--- config.mk ---
export PLATFORM = sky130hd
export DESIGN_NAME = scatter_remap
export DESIGN_NICKNAME = d
export VERILOG_FILES = /design/src/rtl/scatter_remap.sv
export SDC_FILE = /design/constraint.sdc
export NUM_CORES = 1
export LEC_CHECK = 0
export BUFFER_PORTS_ARGS = -buffer_cell sky130_fd_sc_hd__buf_2
export CORE_ASPECT_RATIO = 1.25
export CORE_MARGIN = 2
export CORE_UTILIZATION = 45
export DETAILED_ROUTE_END_ITERATION = 10
export GPL_TIMING_DRIVEN = 0
export PLACE_DENSITY_LB_ADDON = 0.05
export SETUP_SLACK_MARGIN = 0.15
export SKIP_LAST_GASP = 1
export SLEW_MARGIN = 5
export SYNTH_ARGS = -nofsm -noshare
export SYNTH_HDL_FRONTEND = slang
export SYNTH_SLANG_ARGS = --single-unit
--- constraint.sdc ---
create_clock -name clk -period 11.4 [get_ports clk]
set_input_delay 1.71 -clock clk [delete_from_list [all_inputs] [get_ports clk]]
set_output_delay 1.71 -clock clk [all_outputs]
set_load 0.01 [all_outputs]
--- src/rtl/scatter_remap.sv ---
module scatter_remap #(
  parameter int ADDR_W    = 40,
  parameter int BUS_W     = 20,
  parameter int WIN_BITS  = 16,
  parameter int PAGE_BITS = 12,
  parameter int DEPTH     = 16,
  parameter logic [BUS_W-1:0] WIN_BASE = 20'h00000,
  parameter logic [BUS_W-1:0] DB_ADDR  = 20'hF0000
) (
  input  logic              clk,
  input  logic              rst_n,
  input  logic              push_valid,
  input  logic [ADDR_W-1:0] push_addr,
  output logic              push_ack,
  output logic              push_nak,
  input  logic              bus_valid,
  input  logic              bus_write,
  input  logic              bus_relaxed,
  input  logic [BUS_W-1:0]  bus_addr,
  input  logic [1:0]        ord_mode,
  output logic              xl_valid,
  output logic [ADDR_W-1:0] xl_addr,
  output logic              xl_write,
  output logic              xl_fence,
  output logic              xl_underrun,
  output logic              db_err,
  output logic              q_full,
  output logic              q_empty
);
  localparam int PW = (DEPTH > 1) ? $clog2(DEPTH) : 1;
  localparam int CW = $clog2(DEPTH + 1);

  logic [ADDR_W-1:0] mem [DEPTH];
  logic [PW-1:0] wp, rp;
  logic [CW-1:0] cnt;
  logic fence_c;

  assign q_empty = (cnt == '0);
  assign q_full  = (cnt == CW'(DEPTH));

  wire aligned = (push_addr[PAGE_BITS-1:0] == '0);
  wire do_push = push_valid && aligned && !q_full;
  wire win_hit = bus_valid && (bus_addr[BUS_W-1:WIN_BITS] == WIN_BASE[BUS_W-1:WIN_BITS]);
  wire db_hit  = bus_valid && bus_write && (bus_addr == DB_ADDR);
  wire do_pop  = db_hit && !q_empty;

  always_comb begin
    case (ord_mode)
      2'd0:    fence_c = !bus_write;
      2'd2:    fence_c = !bus_write || !bus_relaxed;
      default: fence_c = 1'b1;
    endcase
  end

  always_ff @(posedge clk) begin
    if (do_push) mem[wp] <= push_addr;
  end

  always_ff @(posedge clk) begin
    if (!rst_n) begin
      wp <= '0;
      rp <= '0;
      cnt <= '0;
      push_ack <= 1'b0;
      push_nak <= 1'b0;
      xl_valid <= 1'b0;
      xl_addr <= '0;
      xl_write <= 1'b0;
      xl_fence <= 1'b0;
      xl_underrun <= 1'b0;
      db_err <= 1'b0;
    end else begin
      if (do_push) wp <= (wp == PW'(DEPTH - 1)) ? '0 : wp + 1'b1;
      if (do_pop)  rp <= (rp == PW'(DEPTH - 1)) ? '0 : rp + 1'b1;
      cnt <= cnt + CW'(do_push) - CW'(do_pop);
      push_ack <= do_push;
      push_nak <= push_valid && !do_push;
      xl_valid <= win_hit && !q_empty;
      xl_underrun <= win_hit && q_empty;
      if (win_hit && !q_empty) begin
        xl_addr  <= mem[rp] + ADDR_W'(bus_addr[WIN_BITS-1:0]);
        xl_write <= bus_write;
        xl_fence <= fence_c;
      end
      if (db_hit && q_empty) db_err <= 1'b1;
    end
  end

  assert_reset_state_R1: assert property (@(posedge clk)
    !rst_n |=> q_empty && !db_err && !xl_valid && !push_ack);

  assert_misaligned_refused_R3: assert property (@(posedge clk) disable iff (!rst_n)
    push_valid && push_addr[PAGE_BITS-1:0] != '0 |=> push_nak && !push_ack);

  assert_full_refuses_R4: assert property (@(posedge clk) disable iff (!rst_n)
    push_valid && q_full |=> push_nak && !push_ack);

  assert_count_bound_R4: assert property (@(posedge clk) disable iff (!rst_n)
    cnt <= CW'(DEPTH) && !(q_full && q_empty));

  assert_offset_kept_R5: assert property (@(posedge clk) disable iff (!rst_n)
    win_hit && !q_empty |=> xl_valid && xl_addr[PAGE_BITS-1:0] == $past(bus_addr[PAGE_BITS-1:0]));

  assert_pop_one_R6: assert property (@(posedge clk) disable iff (!rst_n)
    db_hit && !q_empty && !push_valid |=> cnt == $past(cnt) - 1'b1);

  assert_err_sticky_R7: assert property (@(posedge clk) disable iff (!rst_n)
    db_err |=> db_err);

  assert_empty_db_ignored_R7: assert property (@(posedge clk) disable iff (!rst_n)
    db_hit && q_empty && !push_valid |=> q_empty && db_err);

  assert_underrun_R8: assert property (@(posedge clk) disable iff (!rst_n)
    win_hit && q_empty |=> xl_underrun && !xl_valid);

  assert_strict_fence_R9: assert property (@(posedge clk) disable iff (!rst_n)
    win_hit && !q_empty && ord_mode == 2'd1 |=> xl_fence);

  assert_no_event_R10: assert property (@(posedge clk) disable iff (!rst_n)
    !win_hit && !db_hit |=> !xl_valid && !xl_underrun);
endmodule

# --- After elaboration in Yosys (flattened, before gate mapping) ---
# Memories as Yosys holds them, arrays and structs flattened. A register that Yosys moved wholly into a read port is not among the register bits.
# Index checks and enable logic that the tools add are counted.
totals:
  ff_bits: 60
  ramBits: 640
  in_bits: 68
  memories: 1
mem_list:
  columns: ["memory", "words", "word_bits", "rd", "rd_ports_with_merged_regs", "wr", "line_no", "source"]
  rows:
  - ["mem", 16, 40, 1, 1, 1, "33", "logic [ADDR_W-1:0] mem [DEPTH];"]
op_classes:
  add_sub_neg: 5
  eq_ne: 5
  n_mux: 7
  reduce_logical: 20
op_table:
  columns: ["operator", "n"]
  rows:
  - ["40-bit by 16-bit adder with 40-bit output", 1]
  - ["20-bit equality test, second input constant", 1]
  - ["4-bit 2-to-1 mux", 4]
  - ["12-bit zero test", 1]
  - ["1-bit logical AND", 10]
  - ["4-bit by 1-bit adder with 4-bit output, second input constant", 2]
  - ["4-bit equality test, second input constant", 2]
  - ["5-bit by 1-bit adder with 5-bit output", 1]
  - ["5-bit equality test, second input constant", 1]
  - ["1-bit zero test", 5]
  - ["5-bit zero test", 1]
  - ["5-bit by 1-bit subtractor with 5-bit output", 1]
  - ["4-bit zero test", 1]
  - ["2-bit equality test, second input constant", 1]
  - ["2-bit zero test", 1]
  - ["1-bit 2-to-1 mux", 2]
  - ["1-bit case mux with 2 select lines", 1]
  - ["1-bit logical OR", 1]

# --- Longest topological paths before layout ---
# Gate-level depths: netlist of run 1.
logic_depth:
  word_depth: 5
  ltp_mapped: 20

# --- Worst setup path before layout of run 1 ---
# Ideal clock, no wire load.
synth_path:
  path_kind: "input -> register"
  start: "input port push_addr[0]"
  end: "memory mem[3][0] (enable)"
  setup_ns: 0.487
  arrival_time_ns: 5.759
  t_required_ns: 10.913
  setup_slack_ns: 5.154
  cell_stages: 6
  path_cell_list: "or4_1 > nor4_1 > and4_1 > clkbuf_1 > nand2_1 > nor3_1"
synth_between:
  elab_chain_len: 5
synth_lines:
  columns: ["element", "line_no", "source"]
  rows:
  - ["start: declaration", "13", "input logic [ADDR_W-1:0] push_addr,"]
  - ["12-bit zero test", "41", "wire aligned = (push_addr[PAGE_BITS-1:0] == '0);"]
  - ["1-bit logical AND (2 in a row)", "42", "wire do_push = push_valid && aligned && !q_full;"]
  - ["1-bit 2-to-1 mux", "56", "if (do_push) mem[wp] <= push_addr;"]
  - ["1-bit 2-to-1 mux (not written as such)", "56", null]
  - ["end: declaration", "33", null]
# Every way passes these cells.

==> impl_metrics.ini, run 1 <==
[status]
status = finished clean

[synth]
async_flop_share_pct = 0
synth_area_per_cell_sq_um = 19.8
synth_top_area_share_pct = 68.0
synthesis.instances = 1431
synth_area_leaders = edfxtp_1 (68%), mux4_2 (11%), dfxtp_1 (4.5%)
synth.most_common_cell = edfxtp_1
synth_commonest_cells = edfxtp_1 (640), mux4_2 (140), dfxtp_1 (64)
yosysTopAreaCell = edfxtp_1
yosysWarningCount = 0
ys_ff_latch = 704
synth-seq-area-share_pct = 72.5
synth_ff_type = edfxtp_1
synth_cell_types = 66
synth_edf_count = 640
netlist_area_sq_mm = 0.0283
syn-num-nets = 1528

[critical_path]
crit_buf_inv = 7
startpoint_type = flip-flop
cp_common_cell = buf_4
crit_slowest_cell = o21ai_1
cp.required_ns = 11.92
cp_cell_sequence = buf_4 > buf_4 > buf_4 > buf_4 > buf_2 > buf_1 > clkbuf_1 > mux4_2 > mux4_2 > ha_1 > a21o_1 > a21oi_1 > o22ai_1 > o41a_1 > o21ai_1 > a21oi_1 > and4_1 > nor3_1
path_max_fanout = 10
path_class = reg -> reg
worst_path_largest_cell_delay_ns = 0.86
end_kind = flip-flop
critical_path.top_delay_family = buffers and inverters
arrival_ns = 7.53

[global_route]
grt_max_degree = 20
grt_usage_pct = 23.6
grt_pass1_vias = 15100
antenna_found_initial = 3
grt_pass1_wl_um = 108000
grt_overflow_total = 0

[cts]
root_buffer = clkbuf_16
cts_resized = 0
cts_setup_buffers = 0
clkTransAtPathRegs_ns = 0.06
cts_tree = done
insertion_delay_ns = 0.62
cts_sinks = 704
hold_buffers = 0
numCtsBuffers = 72
htreeDepth = 3
clock_path_buffers = 3

[timing]
setup_violations = 0
period_minus_slack_ns = 7.01
clock.fmax_ghz = 0.143
finalClockSkew_ns = 0.0316
rsz0062_at_grt = no
slew_violations = 0
final-hold-violation-count = 0
worst_pin_slew_ns = 1.35
maxSlewHeadroom_pct = 9.82
timing.final.crit_share_pct = 61.5
tns_ns = 0

[finish]
layout-drive-gt1-share_pct = 27.6
fill_cells = 5004
final_net_count = 1768
stdcell_count = 2559
final_util_pct = 53.2
area_growth_pct = 16.8

[power]
irDropWorstVdd_uv = 91.9
power.density_mw_per_mm2 = 155
p_leak_uw = 0.0106

[placed_design]
placed_cells = 2428
io_buffer_count = 116
dp_hpwl_um = 50200
place_congestion = 0.840

[floorplanning]
chipWidth_um = 228
core_area_sq_mm = 0.0620
dieArea_sq_mm = 0.0648
io_pins = 117
start_util_pct = 45.6
fp-row-count = 102
die_y_um = 284

[drt]
routedWlPerCell_um = 29.5
firstDrtPassIters = 5
via_per_inst = 5.76
drt_iter0_markers = 1446
wl_met3_um = 3830
vias = 14700
ant_nets = 0
highest_layer = met5
wirelength_um = 75500
drc = 0
met1Wirelength_um = 33300
met2_length_um = 36600

[min_path]
hold_class = reg -> reg

[flow_run]
drv_cap = 0
## layout by cell type (no fill, tap or decap), types with 7 or more instances in the layout
cell and n:
a21oi_1 41, nand3_1 19, nor2_1 40, ha_1 27
nand2b_1 8, buf_12 27, buf_6 30, clkbuf_16 74
xor2_1 14, edfxtp_1 640, buf_4 12, mux2i_1 34
mux4_2 140, o21ai_0 29, clkinv_1 15, clkbuf_1 46
a21o_1 7, a221oi_1 14, a211oi_1 18, nor2_4 12
buf_2 127, nand2_1 57, nor3_1 10, dfxtp_1 64
mux4_1 31, nand4_1 7, nor2b_1 9, clkinv_2 8
a211oi_2 7, a22oi_1 11, xnor2_1 24, inv_1 21
## per-stage QoR
stage	hold slack [ns]	setup WS [ns]	cell area, sq um	power [uW]
final	0.460	4.39	33000	5110
after global routing	0.471	4.06	33000	5270
after CTS	0.457	4.32	33000	5160
after detailed placement	0.450	4.36	30800	2940
after global placement	0.442	0.287	29900	2940
after floorplan	0.472	5.15	28300	2890
## registers in the layout (all words and copies together), names as in the netlist, named ones only
name         flops
cnt              5
db_err           1
mem            640
push_ack         1
push_nak         1
rp               4
wp               4
xl_addr         40
xl_fence         1
xl_underrun      1
xl_valid         1
xl_write         1
## layer usage
| layer | global-route usage (%) | vias to the layer above |
|---|---|---|
| met5 | 0 | - |
| met4 | 6.94 | 4 |
| met3 | 3.59 | 97 |
| met2 | 38.1 | 425 |
| met1 | 33.5 | 7834 |
| li1 | - | 6387 |
## power breakdown
group          total [uW]  internal, uW  leakage (uW)  switching [uW]
Combinational        77.6          20.6       0.00328            57.0
Clock                2230          1250       0.00107             977
Sequential           2810          2810       0.00626          0.0488
Total                5110          4080        0.0106            1030
## kinds of logic after synthesis
group | share of synthesized area, %
AO/OA/AOI/OAI | 3.70
multiplexers | 15.4
buffers and inverters | 2.15
XOR/XNOR | 1.18
adder cells (fa/ha/maj) | 1.34
AND/OR/NAND/NOR | 3.71
flip-flops | 72.5
## worst register-to-register path, cell delays in order, from the launching register on
cell and delay (ns):
dfxtp_1 0.31, buf_4 0.19, buf_4 0.23, buf_4 0.24
buf_4 0.28, buf_2 0.34, buf_1 0.53, clkbuf_1 0.82
mux4_2 0.43, mux4_2 0.54, ha_1 0.29, a21o_1 0.15
a21oi_1 0.32, o22ai_1 0.21, o41a_1 0.42, o21ai_1 0.86
a21oi_1 0.32, and4_1 0.30, nor3_1 0.15
## cell type report
class / count / area [sq um] / area share (%)
diodes: 1 / 2.50 / 0.00758
inverters: 22 / 82.6 / 0.250
plain buffers: 69 / 526 / 1.59
clock buffers: 99 / 1990 / 6.02
well taps: 832 / 1040 / 3.15
clock inverters: 30 / 215 / 0.652
multi-input cells: 636 / 7270 / 22.0
flip-flops and latches: 704 / 20500 / 62.1
repair buffers: 166 / 1380 / 4.18
## path summary, 6_finish.rpt
| path | start | end | slack [ns] | cells after the start |
|---|---|---|---|---|
| worst max-delay path | flip-flop | xl_addr[27] | 4.39 | 18 |
| worst min-delay path | xl_addr[5] | xl_addr[5] | 0.46 | 2 |
| worst max register to register | flip-flop | xl_addr[27] | 4.39 | 18 |
| worst min register to register | xl_addr[5] | xl_addr[5] | 0.46 | 2 |
Power figures use the tool's default switching activity.
==> inputs of run 2 (changes only) <==
==> constraint.sdc (replaced) <==
create_clock -name clk -period 7.05 [get_ports clk]
set_input_delay 1.0575 -clock clk [delete_from_list [all_inputs] [get_ports clk]]
set_output_delay 1.0575 -clock clk [all_outputs]
set_load 0.01 [all_outputs]
==> impl_metrics.ini, run 2 (synthesis results as in run 1) <==
[global_route]
antenna_found_initial = 3
grt_usage_pct = 23.6
grt_max_degree = 20
grt_pass1_wl_um = 108000
grt_overflow_total = 0
grt_pass1_vias = 15100

[critical_path]
reg2reg_slack_ns = 0.61
worst_path_largest_cell_delay_ns = 0.66
r2r_cells = 18
startpoint_type = flip-flop
arrival_ns = 6.96
cp_cell_sequence = buf_4 > buf_4 > buf_4 > buf_4 > buf_2 > buf_1 > clkbuf_2 > mux4_2 > mux4_2 > ha_1 > and3_1 > a221o_1 > o21ai_0 > or4_1 > a2111oi_1 > xor2_1 > nand2_1 > a21oi_1
crit_buf_inv = 7
end_kind = flip-flop
path_max_fanout = 10
path_class = reg -> reg
critical_path.top_delay_family = buffers and inverters
crit_slowest_cell = or4_1
cp.required_ns = 7.58
r2r_end = xl_addr[22]
cp_common_cell = buf_4

[power]
power.density_mw_per_mm2 = 250
irDropWorstVdd_uv = 148
fin_total_pwr_uw = 8270
p_leak_uw = 0.0106

[cts]
clock_path_buffers = 3
numCtsBuffers = 72
clkTransAtPathRegs_ns = 0.06
cts_setup_buffers = 0
htreeDepth = 3
hold_buffers = 0
cts_tree = done
insertion_delay_ns = 0.62
root_buffer = clkbuf_16
cts_sinks = 704

[floorplanning]
chipWidth_um = 228
io_pins = 117
die_y_um = 284
fp-row-count = 102
start_util_pct = 45.6
dieArea_sq_mm = 0.0648
core_area_sq_mm = 0.0620

[finish]
top_regs = mem: 640 flops, xl_addr: 40 flops, cnt: 5 flops
final_net_count = 1767
layout_commonest_cell = edfxtp_1
stdcell_count = 2558
area_growth_pct = 16.8
final_cell_mix = edfxtp_1 (640), mux4_2 (140), buf_2 (127), clkbuf_16 (74), dfxtp_1 (64)
largest_reg_flops = 640
layout-drive-gt1-share_pct = 28.0
largest-register = mem

[timing]
maxSlewHeadroom_pct = 10.6
period_minus_slack_ns = 6.44
tns_ns = 0
timing.final.crit_share_pct = 91.3
rsz0062_at_grt = no
layout_setup_ws_ns = 0.611
clock.fmax_ghz = 0.155
worst_pin_slew_ns = 1.34
finalClockSkew_ns = 0.0318
slew_violations = 0
setup_violations = 0
final-hold-violation-count = 0

[drt]
vias = 14700
wirelength_um = 75500
drc = 0
ant_nets = 0
routedWlPerCell_um = 29.5
via_per_inst = 5.76
drt_iter0_markers = 1378
firstDrtPassIters = 5

[flow_run]
drv_cap = 0

[placed_design]
pre_cts_ws_ns = 0.0126
place_congestion = 0.840
dp_hpwl_um = 50200
io_buffer_count = 116
placed_cells = 2428

[min_path]
hold_path_end = xl_addr[7]
hold_class = reg -> reg
min_from = xl_addr[7]
min_path_cells = 2

[status]
status = finished clean
==> run 2: cell types whose count changed in the layout (fill, tap and decap cells not counted) <==
cell / delta
buf_1: -1
clkbuf_1: -6
o21ai_1: -1
o21ai_2: +1
clkbuf_2: +6
==> run 2: area by class of cell <==
type / count / area, sq um
Antenna cell: 1 / 2.50
Fill cell: 5006 / 29000
Clock inverter: 30 / 215
Inverter: 22 / 82.6
Buffer: 68 / 529
Clock buffer: 99 / 1990
Timing Repair Buffer: 166 / 1380
Multi-Input combinational cell: 636 / 7270
Sequential cell: 704 / 20500
Tap cell: 832 / 1040
==> run 2: power breakdown <==
part	switching (uW)	total [uW]	internal [uW]
combinational	92.0	125	33.4
sequential	0.0806	4550	4550
clock	1580	3600	2020
==> run 2: worst max path at each step <==
stage | start | end | slack (ns) | depth (start not counted)
floorplan | push_addr[0] | mem[3][0] | 1.46 | 6
global placement | push_addr[0] | mem[0][26] | -3.41 | 7
detailed placement | flip-flop | xl_addr[17] | 0.01 | 18
CTS | flip-flop | xl_addr[22] | 0.20 | 18
global route | flip-flop | xl_addr[22] | 0.24 | 18
finish | flip-flop | xl_addr[22] | 0.61 | 18
==> run 2: layer usage <==
layer  GRT usage [%]  share of wire, %  vias up
met2            38.1                48      427
li1                -                 -     6381
met5               0             0.037        -
met3            3.57               5.1       97
met4            6.94               2.3        4
met1            33.6                44     7826
==> run 2: what timing repair did <==
item	4_1_cts	5_1_grt
pin swaps	0	0
gates resized for setup	2	13
endpoints found under the setup margin	7	10
==> run 2: metrics by stage <==
step | utilization (%) | area, sq um | hold WS [ns]
2_1_floorplan | - | 28300 | 0.472
3_3_place_gp | 48.2 | 29900 | 0.442
3_5_place_dp | 49.6 | 30800 | 0.450
4_1_cts | 53.2 | 33000 | 0.457
5_1_grt | 53.2 | 33000 | 0.471
6_report | 53.2 | 33000 | 0.459
==> run 2: tightest hold or removal path: stages (launching register included) <==
cell and delay (ns):
dfxtp_1 0.31, nand2_1 0.05, a21oi_1 0.05
